$ cat src/rtl/midi_pkg.sv
package midi_pkg;
   localparam logic [7:0] ACK_BYTE   = 8'hFE;
   localparam int         FRAME_BITS = 10;

   typedef enum logic [1:0] {
      RX_IDLE,
      RX_START,
      RX_DATA,
      RX_STOP
   } rx_state_e;
endpackage

$ cat src/rtl/midi_fifo.sv
module midi_fifo #(
   parameter int W     = 8,
   parameter int DEPTH = 16
) (
   input  logic         clk,
   input  logic         rst_n,
   input  logic         push,
   input  logic [W-1:0] din,
   input  logic         pop,
   output logic [W-1:0] dout,
   output logic         empty,
   output logic         full
);
   localparam int PW = (DEPTH > 1) ? $clog2(DEPTH) : 1;
   localparam int CW = $clog2(DEPTH + 1);
   localparam bit POW2 = (DEPTH == (1 << PW));
   localparam logic [PW-1:0] LAST_IDX = PW'(DEPTH - 1);
   localparam logic [CW-1:0] FULL_CNT = CW'(DEPTH);

   if (DEPTH < 2) begin : g_bad_depth
      $error("midi_fifo: DEPTH must be at least 2");
   end
   if (W < 1) begin : g_bad_width
      $error("midi_fifo: W must be positive");
   end

   logic [W-1:0]  mem [DEPTH];
   logic [PW-1:0] wr_ptr, rd_ptr, wr_nxt, rd_nxt;
   logic [CW-1:0] count;
   logic          do_push, do_pop;

   assign empty   = (count == '0);
   assign full    = (count == FULL_CNT);
   assign do_push = push && !full;
   assign do_pop  = pop && !empty;
   assign dout    = mem[rd_ptr];

   if (POW2) begin : g_wrap_pow2
      assign wr_nxt = wr_ptr + 1'b1;
      assign rd_nxt = rd_ptr + 1'b1;
   end else begin : g_wrap_cmp
      assign wr_nxt = (wr_ptr == LAST_IDX) ? '0 : wr_ptr + 1'b1;
      assign rd_nxt = (rd_ptr == LAST_IDX) ? '0 : rd_ptr + 1'b1;
   end

   always_ff @(posedge clk) begin
      if (do_push) mem[wr_ptr] <= din;
   end

   always_ff @(posedge clk) begin
      if (!rst_n) begin
         wr_ptr <= '0;
         rd_ptr <= '0;
         count  <= '0;
      end else begin
         if (do_push) wr_ptr <= wr_nxt;
         if (do_pop)  rd_ptr <= rd_nxt;
         case ({do_push, do_pop})
            2'b10:   count <= count + 1'b1;
            2'b01:   count <= count - 1'b1;
            default: count <= count;
         endcase
      end
   end
endmodule

$ cat src/rtl/midi_uart_tx.sv
module midi_uart_tx #(
   parameter int DIV = 4000
) (
   input  logic       clk,
   input  logic       rst_n,
   input  logic       q_empty,
   input  logic [7:0] q_data,
   output logic       q_pop,
   output logic       txd
);
   import midi_pkg::*;
   localparam int DW = $clog2(DIV);
   localparam logic [DW-1:0] BAUD_LAST = DW'(DIV - 1);
   localparam logic [3:0]    BIT_LAST  = 4'(FRAME_BITS - 1);

   if (DIV < 4) begin : g_bad_div
      $error("midi_uart_tx: DIV must be at least 4");
   end

   logic [FRAME_BITS-1:0] shreg;
   logic [3:0]            bit_idx;
   logic [DW-1:0]         baud;
   logic                  busy;

   assign q_pop = !busy && !q_empty;
   assign txd   = busy ? shreg[0] : 1'b1;

   always_ff @(posedge clk) begin
      if (!rst_n) begin
         shreg   <= '1;
         bit_idx <= '0;
         baud    <= '0;
         busy    <= 1'b0;
      end else if (q_pop) begin
         shreg   <= {1'b1, q_data, 1'b0};
         bit_idx <= '0;
         baud    <= '0;
         busy    <= 1'b1;
      end else if (busy) begin
         if (baud == BAUD_LAST) begin
            baud  <= '0;
            shreg <= {1'b1, shreg[FRAME_BITS-1:1]};
            if (bit_idx == BIT_LAST) busy <= 1'b0;
            else bit_idx <= bit_idx + 1'b1;
         end else begin
            baud <= baud + 1'b1;
         end
      end
   end
endmodule

$ cat src/rtl/midi_uart_rx.sv
module midi_uart_rx #(
   parameter int DIV = 4000
) (
   input  logic       clk,
   input  logic       rst_n,
   input  logic       rxd,
   output logic       valid,
   output logic [7:0] data
);
   import midi_pkg::*;
   localparam int DW = $clog2(DIV);
   localparam logic [DW-1:0] BAUD_LAST = DW'(DIV - 1);
   localparam logic [DW-1:0] HALF_LAST = DW'(DIV / 2 - 1);

   if (DIV < 4) begin : g_bad_div
      $error("midi_uart_rx: DIV must be at least 4");
   end

   logic [2:0]    sync;
   logic          line, fall;
   rx_state_e     state;
   logic [DW-1:0] baud;
   logic [2:0]    bit_idx;

   assign line = sync[1];
   assign fall = sync[2] && !sync[1];

   always_ff @(posedge clk) begin
      if (!rst_n) begin
         sync    <= '1;
         state   <= RX_IDLE;
         baud    <= '0;
         bit_idx <= '0;
         data    <= '0;
         valid   <= 1'b0;
      end else begin
         sync  <= {sync[1:0], rxd};
         valid <= 1'b0;
         case (state)
            RX_IDLE: begin
               baud <= '0;
               if (fall) state <= RX_START;
            end
            RX_START: begin
               if (baud == HALF_LAST) begin
                  baud    <= '0;
                  bit_idx <= '0;
                  state   <= line ? RX_IDLE : RX_DATA;
               end else baud <= baud + 1'b1;
            end
            RX_DATA: begin
               if (baud == BAUD_LAST) begin
                  baud <= '0;
                  data <= {line, data[7:1]};
                  if (bit_idx == 3'd7) state <= RX_STOP;
                  else bit_idx <= bit_idx + 1'b1;
               end else baud <= baud + 1'b1;
            end
            RX_STOP: begin
               if (baud == BAUD_LAST) begin
                  baud  <= '0;
                  valid <= line;
                  state <= RX_IDLE;
               end else baud <= baud + 1'b1;
            end
            default: state <= RX_IDLE;
         endcase
      end
   end
endmodule

$ cat src/rtl/midi_host_port.sv
module midi_host_port #(
   parameter int ADDR_W = 16,
   parameter int DEC_W  = 10,
   parameter int DEPTH  = 16,
   parameter int DIV    = 4000
) (
   input  logic              clk,
   input  logic              rst_n,
   input  logic [DEC_W-1:0]  base_addr,
   input  logic [ADDR_W-1:0] addr,
   input  logic              wr_en,
   input  logic              rd_en,
   input  logic [7:0]        wdata,
   output logic [7:0]        rdata,
   output logic              irq,
   output logic              txd,
   input  logic              rxd,
   output logic              tx_ovr,
   output logic              rx_ovr
);
   import midi_pkg::*;

   if (ADDR_W < DEC_W) begin : g_bad_addr
      $error("midi_host_port: ADDR_W must cover DEC_W");
   end
   if (DEC_W < 4) begin : g_bad_dec
      $error("midi_host_port: DEC_W too small for 8-aligned base");
   end

   logic upper_zero;
   if (ADDR_W > DEC_W) begin : g_upper
      assign upper_zero = (addr[ADDR_W-1:DEC_W] == '0);
   end else begin : g_no_upper
      assign upper_zero = 1'b1;
   end

   logic hit, dat_wr, cmd_wr, dat_rd;
   assign hit = upper_zero && (addr[DEC_W-1:3] == base_addr[DEC_W-1:3])
                && (addr[2:1] == 2'b00);
   assign dat_wr = wr_en && hit && !addr[0];
   assign cmd_wr = wr_en && hit &&  addr[0];
   assign dat_rd = rd_en && hit && !addr[0];

   // transmit path
   logic       tx_push, tx_pop, tx_empty, tx_full;
   logic [7:0] tx_dout;
   assign tx_push = dat_wr;

   midi_fifo #(.W(8), .DEPTH(DEPTH)) u_txq (
      .clk(clk), .rst_n(rst_n), .push(tx_push), .din(wdata),
      .pop(tx_pop), .dout(tx_dout), .empty(tx_empty), .full(tx_full));

   midi_uart_tx #(.DIV(DIV)) u_tx (
      .clk(clk), .rst_n(rst_n), .q_empty(tx_empty), .q_data(tx_dout),
      .q_pop(tx_pop), .txd(txd));

   // receive path
   logic       rx_valid;
   logic [7:0] rx_byte;

   midi_uart_rx #(.DIV(DIV)) u_rx (
      .clk(clk), .rst_n(rst_n), .rxd(rxd), .valid(rx_valid), .data(rx_byte));

   logic       held_v;
   logic [7:0] held_b;
   logic       rx_push, rx_pop, rx_empty, rx_full;
   logic [7:0] rx_din, rx_dout;

   always_comb begin
      rx_push = 1'b0;
      rx_din  = rx_byte;
      if (cmd_wr) begin
         rx_push = 1'b1;
         rx_din  = ACK_BYTE;
      end else if (held_v) begin
         rx_push = 1'b1;
         rx_din  = held_b;
      end else if (rx_valid) begin
         rx_push = 1'b1;
      end
   end

   assign rx_pop = dat_rd && !rx_empty;

   midi_fifo #(.W(8), .DEPTH(DEPTH)) u_rxq (
      .clk(clk), .rst_n(rst_n), .push(rx_push), .din(rx_din),
      .pop(rx_pop), .dout(rx_dout), .empty(rx_empty), .full(rx_full));

   logic [5:0] cmd_low;
   logic [7:0] last_rd;

   always_ff @(posedge clk) begin
      if (!rst_n) begin
         held_v  <= 1'b0;
         held_b  <= '0;
         cmd_low <= '0;
         last_rd <= '0;
         irq     <= 1'b0;
         tx_ovr  <= 1'b0;
         rx_ovr  <= 1'b0;
      end else begin
         if (cmd_wr && rx_valid) begin
            held_v <= 1'b1;
            held_b <= rx_byte;
         end else if (!cmd_wr) begin
            held_v <= 1'b0;
         end
         if (cmd_wr) cmd_low <= wdata[5:0];
         if (rx_pop) last_rd <= rx_dout;
         if (rx_push && !rx_full) irq <= 1'b1;
         else if (dat_rd) irq <= 1'b0;
         if (tx_push && tx_full) tx_ovr <= 1'b1;
         if (rx_push && rx_full) rx_ovr <= 1'b1;
      end
   end

   always_comb begin
      if (!hit) rdata = '0;
      else if (addr[0]) rdata = {rx_empty, tx_full, cmd_low};
      else rdata = rx_empty ? last_rd : rx_dout;
   end
endmodule

$ cat config.mk
export PLATFORM = sky130hd
export DESIGN_NAME = midi_host_port
export DESIGN_NICKNAME = d
export VERILOG_FILES = /design/src/rtl/midi_pkg.sv /design/src/rtl/midi_fifo.sv /design/src/rtl/midi_uart_tx.sv /design/src/rtl/midi_uart_rx.sv /design/src/rtl/midi_host_port.sv
export SDC_FILE = /design/constraint.sdc
export NUM_CORES = 1
export LEC_CHECK = 0
export BUFFER_PORTS_ARGS = -buffer_cell sky130_fd_sc_hd__buf_2
export CELL_PAD_IN_SITES_DETAIL_PLACEMENT = 0
export CELL_PAD_IN_SITES_GLOBAL_PLACEMENT = 2
export CORE_MARGIN = 3
export CORE_UTILIZATION = 45
export DETAILED_ROUTE_END_ITERATION = 8
export PLACE_DENSITY_LB_ADDON = 0.1
export SLEW_MARGIN = 40
export SYNTH_ARGS = -nofsm -noshare
export SYNTH_HDL_FRONTEND = slang
export SYNTH_SLANG_ARGS = --single-unit
export TNS_END_PERCENT = 1
$ cat constraint.sdc
create_clock -name clk -period 3.4 [get_ports clk]
set_clock_uncertainty 0.2 [all_clocks]
set_input_delay 0 -clock clk [delete_from_list [all_inputs] [get_ports clk]]
set_output_delay 0 -clock clk [all_outputs]
set_load 0.01 [all_outputs]
**After elaboration in Yosys (flattened, before gate mapping)**

Memories as Yosys holds them, arrays and structs flattened. A register that Yosys moved wholly into a read port is not among the register bits.
Index checks and enable logic that the tools add are counted.

- RAM bits: 256
- Output and inout port bits: 12
- Register bits: 107
- Memories: 2
- Word-level logic and storage cells: 149

- Bitwise operators: 2
- Add/sub/neg operators: 12
- Equal/unequal tests: 22
- Reductions and logical operators: 43
- Muxes and demuxes: 45

Memories:

| memory | words | width | read ports | clocked after memory_dff | write ports | line | RTL |
|---|---|---|---|---|---|---|---|
| u_rxq.mem | 16 | 8 | 1 | 1 | 1 | midi_fifo.sv:27 | `logic [W-1:0] mem [DEPTH];` |
| u_txq.mem | 16 | 8 | 1 | 1 | 1 | midi_fifo.sv:27 |  |

Operators by type and width:

| kind | count |
|---|---|
| 2-to-1 mux 8 bit | 5 |
| 2-to-1 mux 12 bit | 3 |
| case mux 12 bit (3 select lines) | 1 |
| 2-to-1 mux 9 bit | 3 |
| adder 12 x 1 -> 12 bit, second input constant | 2 |
| == test 12 bit, second input constant | 2 |
| adder 4 x 1 -> 4 bit, second input constant | 5 |
| case mux 5 bit (2 select lines) | 2 |
| logical AND 1 bit | 17 |
| 2-to-1 mux 1 bit | 16 |
| 2-to-1 mux 4 bit | 4 |
| == test 12 x 11 -> 1 bit, second input constant | 1 |
| 2-to-1 mux 2 bit | 6 |
| != test 2 x 1 -> 1 bit, second input constant | 6 |
| nonzero test 2 bit | 6 |
| adder 5 x 1 -> 5 bit, second input constant | 2 |
| == test 5 bit, second input constant | 2 |
| zero test 5 bit | 2 |
| subtractor 5 x 1 -> 5 bit, second input constant | 2 |
| 2-to-1 mux 3 bit | 3 |
| == test 2 bit, second input constant | 4 |
| case mux 2 bit (4 select lines) | 1 |
| == test 7 bit | 1 |
| zero test 1 bit | 7 |
| 14 further kinds | 21 |

**Longest topological paths before layout**

- Depth after elaboration: 9
- Mapped depth: 14
- Gate-level depth less buffers: 13

**By module**

From an unflattened synthesis, not the netlist that was laid out.

- Cell total of the unflattened synthesis: 1130
- Area, all modules: 15852.7 um^2

By module, submodules not included:

| module | area an instance (um^2) | seq. area each (um^2) | times used | cells an instance |
|---|---|---|---|---|
| midi_fifo | 5931.9 | 4184.0 | 2 | 331 |
| midi_host_port | 1457.6 | 520.5 | 1 | 186 |
| midi_uart_rx | 1293.7 | 580.6 | 1 | 142 |
| midi_uart_tx | 1237.4 | 520.5 | 1 | 140 |

**Least setup slack after synthesis**

No wires, ideal clock.

- Kind: flip-flop to flip-flop
- Start point: reg u_txq.count[0]
- End point: reg u_txq.count[4]
- Period minus slack after synthesis: 3105 ps
- Required time: 3130 ps
- Library setup time: 70 ps
- Arrival time: 2835 ps
- Buffers on the path: 1
- Stages on the path, launching flop included: 14
- Slack: 295 ps
- Cells stage by stage: dfxtp_1 nor4_2 a21oi_1 and4_1 buf_4 inv_4 ha_1 inv_1 fa_1 nor2b_1 o21ai_0 and3_1 or4_1 a21oi_1

- Word-level cells in the longest chain between the ends: 6

RTL lines:

| item | line | RTL |
|---|---|---|
| from (decl) | midi_fifo.sv:29 | `logic [CW-1:0] count;` |
| from (signal assigned) | midi_fifo.sv:59 | `2'b10: count <= count + 1'b1;` |
| from (signal assigned) | midi_fifo.sv:60 | `2'b01: count <= count - 1'b1;` |
| from (signal assigned) | midi_fifo.sv:61 | `default: count <= count;` |
| zero test 5 bit | midi_fifo.sv:32 | `assign empty = (count == '0);` |
| zero test 1 bit | midi_fifo.sv:35, midi_uart_tx.sv:25 |  |
| logical AND 1 bit | midi_uart_tx.sv:25 | `assign q_pop = !busy && !q_empty;` |
| logical AND 1 bit | midi_fifo.sv:35 | `assign do_pop = pop && !empty;` |
| == test 2 x 1 -> 1 bit or == test 2 bit (tied branches) | midi_fifo.sv:58 | `case ({do_push, do_pop})` |
| case mux 5 bit (2 select lines) or nonzero test 2 bit (tied branches) | -- |  |

Parallel ways exist; a longest one is shown, timed or not.
A chain may end at the register's enable or synchronous reset.

**Worst setup path after layout**

- Start point: in addr[12]
- End point: reg u_txq.count[4]

- Word-level cells in the longest chain between the ends: 8

RTL lines:

| item | line | RTL |
|---|---|---|
| from (decl) | midi_host_port.sv:10 | `input logic [ADDR_W-1:0] addr,` |
| zero test 6 bit (*) | midi_host_port.sv:32 | `assign upper_zero = (addr[ADDR_W-1:DEC_W] == '0);` |
| logical AND 1 bit (*) | midi_host_port.sv:38 | `assign hit = upper_zero && (addr[DEC_W-1:3] == base_addr[DEC_W-1:3])` |
| logical AND 1 bit (*) | midi_host_port.sv:39 | `&& (addr[2:1] == 2'b00);` |
| logical AND 1 bit (*) (2 in a row) | midi_host_port.sv:40 | `assign dat_wr = wr_en && hit && !addr[0];` |
| logical AND 1 bit (*) | midi_fifo.sv:34 | `assign do_push = push && !full;` |
| == test 2 x 1 -> 1 bit or == test 2 bit (tied branches) | midi_fifo.sv:58 |  |
| case mux 5 bit (2 select lines) or nonzero test 2 bit (tied branches) | -- |  |

Mark *: on every way between the ends. The rest lies on a longest branch, timed or not.

==> results_dict.tcl <==
set metrics [dict create \
    num_vias 8991 \
    grt_start_max_net_pins 42 \
    preCtsSetupSlack_ps 195 \
    wl_per_cell_um 19.8 \
    hold_violations 0 \
    drc_errors 0 \
    peakVddDrop_v 0.000418 \
    stdcell_count 1697 \
    slew_violations 0 \
    cts-root-buf "clkbuf_16" \
    rows 67 \
    path_max_fanout 6 \
    final_nets 1283 \
    gp_congestion 0.753 \
    cp.arrival_ps 3420 \
    slew-limit-headroom 0.475 \
    fp.dieH_um 191 \
    yosys.cell_types.count 66 \
    yosysWarnings 0 \
    tightestPinTransition_ps 785 \
    die-area_mm2 0.0365 \
    antenna_found_initial 0 \
    grt_pass1_vias 9123 \
    max-cap-violations 0 \
    place_inst 1594 \
    setup_tns_ps 0 \
    p_leak_uw 0.00621 \
    die_w_um 191 \
    worstSetupEndpointType "flip-flop" \
    p_clk_frac 0.481 \
    timing.hold.ws_ps 34.2 \
    route.final.wire_length_um 33600 \
    status "complete, no violations" \
    start_util 0.458 \
    ios 51 \
    grt_overflow 0 \
    clk_latency_ps 530 \
    rsz0062_at_grt "false" \
    netSwitchingFraction 0.188 \
    synthArstFlopShare 0 \
    synth-seq-cells 371 \
    cts_setup_buffers 0 \
    fmax_mhz 315 \
    critPathKind "input port to flip-flop" \
    viasPerCell 5.30 \
    coreArea_mm2 0.0336 \
    detail-route-antenna-nets 0 \
    worstSetupStartpointType "input port" \
    p_switching_uw 1790 \
    place_hpwl_um 22100 \
    synth.avg_cell_area_um2 14.0 \
    io_buffers 47 \
    powerDensity_mw_per_mm2 526 \
    synth-edff-count 256 \
    finalSetupViolCount 0 \
    internal_power_uw 7720 \
    antennaDiodeCount 0 \
    pwr-share-seq 0.504 \
    setup_ws_ps 222 \
    ys_seq_area_frac 0.649 \
    dr.pass1.iters 5 \
    drt_iter0_drc 564 \
    area_growth_pct 17.4 \
    ctsHtreeMaxLevel 2 \
    synthFlopType "edfxtp_1" \
    netlist_area_mm2 0.0154 \
    tritoncts "done" \
    clock_sinks 371 \
    path_clk_slew_ps 60 \
    fin_crit_sh 0.935 \
    crit_required_ps 3640 \
    syn-num-nets 1165 \
    utilization 0.538 \
    clockBufferDepth 3 \
    track_usage 0.188 \
    drive_above_1_share 0.193 \
    post-route-min-period_ps 3180 \
    grt_pass1_wl_um 52400 \
    pwr-share-comb 0.015 \
    synthCells 1101 \
    cts_made_buffers 40 \
    hp-class "input port to flip-flop" \
]
==> critical path, stage by stage <==
cell and delay, ps:
dlygate4sd3_1 520, buf_2 120, nor4_4 30, dlygate4sd3_1 560, and2_4 160, and4_1 180, inv_4 90, ha_2 210
inv_1 80, fa_1 440, nor2b_1 160, o21ai_1 100, and3_1 200, or4_1 400, a21oi_1 160
==> synth_stat cells (all sizes together), types with 13 or more instances <==
master  instances  area (µm²)
nand2         108         405
dfxtp         115        2300
nand4          13        81.3
a22o           14         123
clkbuf         20        75.1
xnor2          25         219
xor2           17         149
nand2b         18         113
inv            18        70.1
nand3          31         160
nor2b          13        81.3
edfxtp        256        7690
ha             24         300
mux4           53        1190
nor3           21         105
mux2i          61         611
nor2          100         383
a21oi          44         220
buf            37         228
==> state kept, by name, summed over array words and instances (netlist names), 5 cells and up, named ones only <==
signal,flops
u_rxq.mem,128
u_txq.mem,128
u_rx.baud,12
u_tx.baud,12
u_tx.shreg,9
held_b,8
last_rd,8
u_rx.data,8
cmd_low,6
u_rxq.count,5
u_txq.count,5
==> kinds of logic after synthesis <==
group	Yosys count	synth area share
compound gates	127	0.0556
xor+xnor	42	0.0239
fa+ha+maj	25	0.0208
buf+inv	76	0.0245
flops	371	0.649
mux	114	0.117
simple gates	346	0.110
==> timing repair <==
action | in CTS | in global routing
hold buffers | 31 | 0
resized for setup | 0 | 6
endpoints found under the setup margin | 0 | 3
hold endpoints to repair | 187 | 0
==> per-stage QoR <==
step,area [µm²],power [µW]
final,18100,9520
after global routing,18100,9830
after CTS,18100,9640
after detailed placement,16300,5020
after global placement,16300,5020
after floorplan,15400,4940
==> cell usage in the layout (no fill, tap or decap), types with 8 or more instances in the layout <==
cell type / Yosys / layout
mux4_2: 53 / 53
a22oi_1: 9 / 9
nand2_1: 108 / 108
buf_4: 3 / 53
nand4_1: 13 / 13
o22ai_1: 9 / 9
bufinv_16: 0 / 8
dfxtp_1: 115 / 112
xnor2_1: 25 / 25
o21a_1: 8 / 8
clkinv_2: 0 / 9
a22o_1: 14 / 14
a21oi_1: 44 / 44
buf_2: 19 / 47
nor3_1: 21 / 21
nor2b_1: 13 / 13
o21ai_0: 11 / 10
nor2_1: 99 / 97
dlygate4sd3_1: 0 / 31
edfxtp_1: 256 / 256
clkbuf_16: 0 / 42
ha_1: 24 / 22
inv_1: 17 / 15
xor2_1: 17 / 17
mux2i_1: 61 / 61
nand2b_1: 18 / 18
nand3_1: 30 / 30
==> worst paths after layout <==
check,from,to,slack [ps],depth (start not counted)
setup / recovery,addr[12],u_txq.count[4],220,15
setup reg to reg,u_txq.count[0],u_txq.count[4],260,12
hold reg to reg,u_rx.sync[0],u_rx.sync[1],210,1
hold / removal,addr[0],u_rxq.wr_ptr[3],30,5
==> layer usage <==
layer  GRT usage  routed length [µm]
met1       0.245               14700
met2       0.330               17200
met3      0.0284                1080
met4      0.0474                 583
met5           0                   0
==> layout make-up <==
type,instances,area [µm²]
fillers,2811,15500
flip-flops and latches,371,9990
multi-input cells,654,5070
clock buffers,50,1090
repair buffers,133,983
well taps,448,561
clock inverters,22,308
inverters,19,73.8
==> power by group through the flow <==
stage / Combinational (µW) / Clock [µW] / Sequential [µW]
after floorplan: 51.5 / 0 / 4890
after detailed placement: 128 / 0 / 4890
after global routing: 157 / 4880 / 4790
after CTS: 144 / 4700 / 4800
final: 141 / 4580 / 4800
after global placement: 127 / 0 / 4890
(Power assumes the default switching activity.)
